## config.mk

```make
export PLATFORM = sky130hd
export DESIGN_NAME = sb_ctrl
export DESIGN_NICKNAME = d
export VERILOG_FILES = /design/src/rtl/sb_pkg.sv /design/src/rtl/sb_fu_timer.sv /design/src/rtl/sb_issue_sel.sv /design/src/rtl/sb_wb_arb.sv /design/src/rtl/sb_ctrl.sv
export SDC_FILE = /design/constraint.sdc
export NUM_CORES = 1
export LEC_CHECK = 0
export ABC_AREA = 1
export ABC_CLOCK_PERIOD_IN_PS = 3800
export BUFFER_PORTS_ARGS = -buffer_cell sky130_fd_sc_hd__buf_2
export CAP_MARGIN = 20
export CORE_ASPECT_RATIO = 0.9
export CORE_UTILIZATION = 35
export DETAILED_ROUTE_END_ITERATION = 12
export PLACE_DENSITY_LB_ADDON = 0.05
export REMOVE_ABC_BUFFERS = 1
export SYNTH_ARGS = -nofsm -noshare
export SYNTH_HDL_FRONTEND = slang
export SYNTH_SLANG_ARGS = --single-unit
```

## constraint.sdc

```tcl
create_clock -name clk -period 3.8 [get_ports clk]
set_clock_uncertainty 0.2 [all_clocks]
set_input_delay 0.76 -clock clk [delete_from_list [all_inputs] [get_ports clk]]
set_output_delay 0.76 -clock clk [all_outputs]
set_load 0.02 [all_outputs]
```

## src/rtl/sb_pkg.sv

```systemverilog
package sb_pkg;
  localparam int NUM_MUL = 2;
  localparam int NUM_FU  = NUM_MUL + 3;
  localparam int UID_W   = $clog2(NUM_FU + 1);

  typedef enum logic [1:0] {
    CLS_LOAD = 2'd0,
    CLS_MUL  = 2'd1,
    CLS_ADD  = 2'd2,
    CLS_DIV  = 2'd3
  } op_cls_e;

  typedef enum logic [1:0] {
    PH_IDLE = 2'd0,
    PH_OPS  = 2'd1,
    PH_EXEC = 2'd2,
    PH_WB   = 2'd3
  } fu_phase_e;

  // unit index 0 is load, then the multipliers, then add, then divide
  function automatic op_cls_e fu_class(input int idx);
    if (idx == 0) return CLS_LOAD;
    else if (idx <= NUM_MUL) return CLS_MUL;
    else if (idx == NUM_MUL + 1) return CLS_ADD;
    else return CLS_DIV;
  endfunction
endpackage

```

## src/rtl/sb_fu_timer.sv

```systemverilog
module sb_fu_timer #(
  parameter int LAT = 1
) (
  input  logic clk,
  input  logic rst_n,
  input  logic start,
  output logic done
);
  localparam int CW = $clog2(LAT + 1);

  logic [CW-1:0] cnt;

  always_ff @(posedge clk or negedge rst_n) begin
    if (!rst_n) cnt <= '0;
    else if (start) cnt <= CW'(LAT);
    else if (cnt != '0) cnt <= cnt - CW'(1);
  end

  assign done = (cnt == CW'(1));
endmodule

```

## src/rtl/sb_issue_sel.sv

```systemverilog
module sb_issue_sel
  import sb_pkg::*;
(
  input  logic              in_valid,
  input  logic [1:0]        in_cls,
  input  logic              dst_pend,
  input  logic [NUM_FU-1:0] fu_busy,
  output logic              in_ready,
  output logic [NUM_FU-1:0] gnt
);
  logic [NUM_FU-1:0] cand;
  logic              found;

  always_comb begin
    gnt   = '0;
    found = 1'b0;
    for (int i = 0; i < NUM_FU; i++) begin
      cand[i] = !fu_busy[i] && (fu_class(i) == op_cls_e'(in_cls));
      if (cand[i] && !found) begin
        gnt[i] = in_valid && !dst_pend;
        found  = 1'b1;
      end
    end
    in_ready = found && !dst_pend;
  end
endmodule

```

## src/rtl/sb_wb_arb.sv

```systemverilog
module sb_wb_arb #(
  parameter int N = 5,
  localparam int IW = $clog2(N)
) (
  input  logic [N-1:0]  req,
  output logic [N-1:0]  gnt,
  output logic [IW-1:0] idx,
  output logic          any
);
  always_comb begin
    gnt = '0;
    idx = '0;
    any = 1'b0;
    for (int i = 0; i < N; i++) begin
      if (req[i] && !any) begin
        gnt[i] = 1'b1;
        idx    = IW'(i);
        any    = 1'b1;
      end
    end
  end
endmodule

```

## src/rtl/sb_ctrl.sv

```systemverilog
module sb_ctrl
  import sb_pkg::*;
#(
  parameter int NREG     = 32,
  parameter int LAT_LOAD = 1,
  parameter int LAT_MUL  = 10,
  parameter int LAT_ADD  = 2,
  parameter int LAT_DIV  = 40,
  parameter int TRC_W    = 16,
  localparam int REG_W   = $clog2(NREG)
) (
  input  logic              clk,
  input  logic              rst_n,
  input  logic              in_valid,
  output logic              in_ready,
  input  logic [1:0]        in_cls,
  input  logic [REG_W-1:0]  in_dst,
  input  logic [REG_W-1:0]  in_src1,
  input  logic [REG_W-1:0]  in_src2,
  output logic [UID_W-1:0]  iss_unit,
  output logic [NUM_FU-1:0] rd_pulse,
  output logic [NUM_FU-1:0] done_pulse,
  output logic              wb_valid,
  output logic [UID_W-1:0]  wb_unit,
  output logic [REG_W-1:0]  wb_reg,
  output logic [TRC_W-1:0]  trc_cycle
);
  localparam int IW = $clog2(NUM_FU);

  typedef logic [UID_W-1:0] uid_t;
  typedef logic [REG_W-1:0] reg_t;

  // per-unit status
  fu_phase_e phase [NUM_FU];
  reg_t      fi    [NUM_FU];
  reg_t      fj    [NUM_FU];
  reg_t      fk    [NUM_FU];
  uid_t      qj    [NUM_FU];
  uid_t      qk    [NUM_FU];
  logic [NUM_FU-1:0] rj, rk;

  // per-register pending writer, 0 = none
  uid_t rstat [NREG];

  logic [NUM_FU-1:0] busy, iss_gnt, rd_go, tmr_done, war_blk, wb_req, wb_gnt;
  logic [IW-1:0]     wb_idx;
  logic              wb_any;
  uid_t              q1, q2, wb_id, iss_id;
  logic              dst_pend;
  logic [TRC_W-1:0]  cyc_q;

  // hazard lookups at the issue point
  always_comb begin
    for (int i = 0; i < NUM_FU; i++) busy[i] = (phase[i] != PH_IDLE);
    dst_pend = (rstat[in_dst] != '0);
    wb_id    = wb_any ? (uid_t'(wb_idx) + uid_t'(1)) : '0;
    q1 = rstat[in_src1];
    if (wb_any && q1 == wb_id) q1 = '0;
    q2 = rstat[in_src2];
    if (wb_any && q2 == wb_id) q2 = '0;
    iss_id = '0;
    for (int i = 0; i < NUM_FU; i++)
      if (iss_gnt[i]) iss_id = uid_t'(i + 1);
  end

  sb_issue_sel u_iss (
    .in_valid (in_valid),
    .in_cls   (in_cls),
    .dst_pend (dst_pend),
    .fu_busy  (busy),
    .in_ready (in_ready),
    .gnt      (iss_gnt)
  );

  // operand read and WAR checks
  always_comb begin
    for (int i = 0; i < NUM_FU; i++) begin
      rd_go[i]   = (phase[i] == PH_OPS) && rj[i] && rk[i];
      war_blk[i] = 1'b0;
      for (int f = 0; f < NUM_FU; f++) begin
        if (f != i && phase[f] == PH_OPS &&
            ((fj[f] == fi[i] && rj[f]) || (fk[f] == fi[i] && rk[f])))
          war_blk[i] = 1'b1;
      end
      wb_req[i] = (phase[i] == PH_WB) && !war_blk[i];
    end
  end

  // execution latency per unit, chosen by unit class
  for (genvar g = 0; g < NUM_FU; g++) begin : g_fu
    localparam op_cls_e CLS_G = fu_class(g);
    localparam int LAT_G = (CLS_G == CLS_LOAD) ? LAT_LOAD :
                           (CLS_G == CLS_MUL)  ? LAT_MUL  :
                           (CLS_G == CLS_ADD)  ? LAT_ADD  : LAT_DIV;
    sb_fu_timer #(.LAT(LAT_G)) u_tmr (
      .clk   (clk),
      .rst_n (rst_n),
      .start (rd_go[g]),
      .done  (tmr_done[g])
    );
  end

  sb_wb_arb #(.N(NUM_FU)) u_arb (
    .req (wb_req),
    .gnt (wb_gnt),
    .idx (wb_idx),
    .any (wb_any)
  );

  always_ff @(posedge clk or negedge rst_n) begin
    if (!rst_n) begin
      for (int i = 0; i < NUM_FU; i++) begin
        phase[i] <= PH_IDLE;
        fi[i]    <= '0;
        fj[i]    <= '0;
        fk[i]    <= '0;
        qj[i]    <= '0;
        qk[i]    <= '0;
      end
      rj <= '0;
      rk <= '0;
      for (int r = 0; r < NREG; r++) rstat[r] <= '0;
      cyc_q <= '0;
    end else begin
      cyc_q <= cyc_q + TRC_W'(1);
      for (int i = 0; i < NUM_FU; i++) begin
        if (iss_gnt[i]) begin
          phase[i] <= PH_OPS;
          fi[i]    <= in_dst;
          fj[i]    <= in_src1;
          fk[i]    <= in_src2;
          qj[i]    <= q1;
          qk[i]    <= q2;
          rj[i]    <= (q1 == '0);
          rk[i]    <= (q2 == '0);
        end else begin
          if (rd_go[i]) begin
            phase[i] <= PH_EXEC;
            rj[i]    <= 1'b0;
            rk[i]    <= 1'b0;
          end
          if (tmr_done[i]) phase[i] <= PH_WB;
          if (wb_gnt[i])   phase[i] <= PH_IDLE;
          if (wb_any && phase[i] == PH_OPS) begin
            if (qj[i] == wb_id) begin
              rj[i] <= 1'b1;
              qj[i] <= '0;
            end
            if (qk[i] == wb_id) begin
              rk[i] <= 1'b1;
              qk[i] <= '0;
            end
          end
        end
      end
      if (wb_any) rstat[fi[wb_idx]] <= '0;
      if (|iss_gnt) rstat[in_dst] <= iss_id;
    end
  end

  assign iss_unit   = iss_id;
  assign rd_pulse   = rd_go;
  assign done_pulse = tmr_done;
  assign wb_valid   = wb_any;
  assign wb_unit    = wb_id;
  assign wb_reg     = wb_any ? fi[wb_idx] : '0;
  assign trc_cycle  = cyc_q;
endmodule

```

==> metrics <==
Top Ports=59; Final WS setup=-0.376 ns; syn_area_per_cell=6.70 µm²; ant diodes=0; multiplexer area fraction after synthesis=0%; Die Span Y=212 µm; CP max-delay cell=dfrtp_2; Netlist cell types=51; CP Cell Sequence=clkinvlp_4, nand2_1, nand2_1, nor2_2, nand3_1, nand2_2, nand2_2, nand3_2, nor2_4, nor2_8, nand3_4, nand2_8, buf_6, nand2_2, nand3_2, nand2_4, nor2_4, nor2_8, nor2_4, buf_6; WP depth=20; worst path required time=2.84 ns; XOR/XNOR Fraction of Synth Area=1.99%; most common cell in the netlist=nand2_1; P&R area growth vs syn=27.2%; Hold Crit Depth=2; Reg clk slew, reported paths=0.06 ns; DRT Pass-1 Iters=6; Post-synth ARST share=100%; Fin. Hold Viols=0; largest family of logic cells by synthesized area=simple AND/OR/NAND/NOR gates; total of warnings raised by yosys=0; num rows=76; Buf+Inv Stages, Crit Path=3; Num CTS Buffers=31; initial antenna violation count=1; PwrDens=1050 nW/µm²; Max Slew Vio Count=0; Final Setup Violations=9; H-tree levels=1; Max transition margin=57.6%; vias in the first global route=17844; WL/cell=22.8 µm; fin crit share=110%; R2R cell count=23; DRT iter0 DRCs=1783; GRT Total Usage=31.4%; Worst Hold Class=flop to flop; Clock Sink Count=254; Final Util=45.3%; Leak=10.7 nW; cell taking the most area after synthesis=dfrtp_1; Post-Synth Simple-Gate Area=35.7%; clk_lat worst skew=0.62 ns; fmax=239 MHz; cell family with most CP delay=simple AND/OR/NAND/NOR gates; total vias in the final route=18883; CP peak stage delay=0.45 ns; CTS tree=built; Tmin final=4.18 ns; via/cell ratio=5.47; worst slew pin tran=0.630 ns; Place WS=-0.131 ns; clk buf depth=3; top cells by area, synth=dfrtp_1 37%, nand2_1 19%, o21ai_0 6.6%, nor2_1 6.2%, inv_1 4.2%; Peak VDD IR=0.627 mV; Cells after Synth=2558; Worst setup EP type=output port; RSZ-0062 raised after global routing=yes; leading post-synthesis cells by instance count=870 x nand2_1, 283 x nor2_1, 254 x dfrtp_1; Synth Cell Area=17100 µm²; failing checks=negative setup slack; Synth Flop Type=dfrtp_1; WS Path Type=flop to output port; number of synthesized flops with an enable pin=0; post-synth top area share=37.1%; Sequential cell area=6370 µm²; Starting Density=35.6%; compound-cell area share of the yosys netlist=16.2%; input/output buffers=58; final WL=78700 µm; final net count=2832; first-pass GRT wire length=117000 µm; core area=48100 µm²; Seq/Total Area, Yosys=37.1%; crit path launch type=flop; die width=235 µm; Max-Cap Viols=0; FF+latch count, synth=254; CP Max Fanout=6; outcome=finished, violations left; layout cells sized above 1=21.2%; antenna viol nets, final=0; Die ar.=49900 µm²; DRC viols=0; post-DP HPWL=55800 µm; GRT Residual Overflow=0; adder-cell share of the synthesized area=0.730%; largest net degree at the start of global routing=65; Placer Congestion=0.948; root buffer cell=clkbuf_16; area of the multi-input gates=9830 µm²; crit path DAT=3.22 ns; FILL cells=4949
==> what timing repair did <==
| action | in CTS | in global routing |
|---|---|---|
| setup buffers | 34 | 27 |
| gates cloned | 2 | 1 |
| endpoints found under the hold margin | 43 | 0 |
| resized for setup | 109 | 97 |
| hold buffers | 1 | 0 |
| setup endpoints to repair | 13 | 34 |
| pin swaps | 20 | 49 |
==> per-layer routing <==
layer | up-vias | part of all wire, % | global-route usage, %
li1 | 8797 | - | -
met1 | 9063 | 45 | 43.4
met2 | 840 | 44 | 49.2
met3 | 183 | 6.8 | 4.39
met4 | 0 | 4.6 | 12.8
met5 | - | 0 | 0
==> state kept, by name, summed over array words and instances, names as in the netlist, 15 cells and up <==
register        count
fi                 25
fj                 25
fk                 25
g_fu.u_tmr.cnt     16
qj                 15
qk                 15
rstat              96
trc_cycle          16
==> layout make-up <==
| cell class | instances | share of cell area [%] |
|---|---|---|
| flip-flops and latches | 254 | 29.2 |
| clock buffers | 40 | 4.08 |
| repair inverters | 1 | 0.0344 |
| repair buffers | 326 | 12.8 |
| clock inverters | 18 | 1.11 |
| well taps | 624 | 3.58 |
| multi-input cells | 1969 | 45.1 |
| inverters | 219 | 4.09 |
==> cells by family after synthesis <==
| family | Yosys count |
|---|---|
| xor+xnor | 39 |
| fa+ha+maj | 10 |
| compound gates | 487 |
| buf+inv | 335 |
| flops | 254 |
| simple gates | 1433 |
==> cells in the final DEF (no fill, tap or decap), drive strengths merged, types with 11 or more instances in the layout <==
cell type	instances
nand2	922
buf	325
nor2	302
o21ai	264
dfrtp	254
inv	205
nand3	151
a21oi	82
o22ai	60
clkbuf	40
nor3	39
xor2	30
o31ai	27
clkinv	19
o211ai	11
==> tightest hold or removal path, stage by stage (launching register included) <==
cell and delay, ns:
dfrtp_1 0.34, nand2_1 0.05, nand2_1 0.05
==> path summary, 6_finish.rpt <==
path,startpoint,endpoint,slack (ns)
min in group asynchronous,rst_n,fj[2],0.46
max in group asynchronous,rst_n,trc_cycle[13],2.18
setup / recovery,fi[16],wb_reg[2],-0.38
hold / removal,rstat[62],rstat[62],0.27
hold reg to reg,rstat[62],rstat[62],0.27
setup reg to reg,fi[16],qk[13],0.16
==> report_power, final <==
part           internal [mW]  switching [mW]  total, mW
logic                   5.39            8.68       14.1
registers               3.93            1.55       5.49
clock network           1.99            1.33       3.31
==> through the flow <==
step | instance area, µm² | total power, mW | hold slack [ns] | std cells | setup TNS, ns
2_1_floorplan | 16500 | 12.1 | 0.242 | 2442 | -24.76
3_3_place_gp | 19400 | 17.6 | 0.260 | 3331 | 0
3_5_place_dp | 19400 | 17.7 | 0.264 | 3331 | -0.806
4_1_cts | 21300 | 22.0 | 0.278 | 3426 | -2.41
5_1_grt | 21800 | 24.4 | 0.304 | 3451 | -4.29
6_report | 21800 | 22.9 | 0.272 | 3451 | -2.78
No activity file was read; power rests on OpenSTA's default activity.
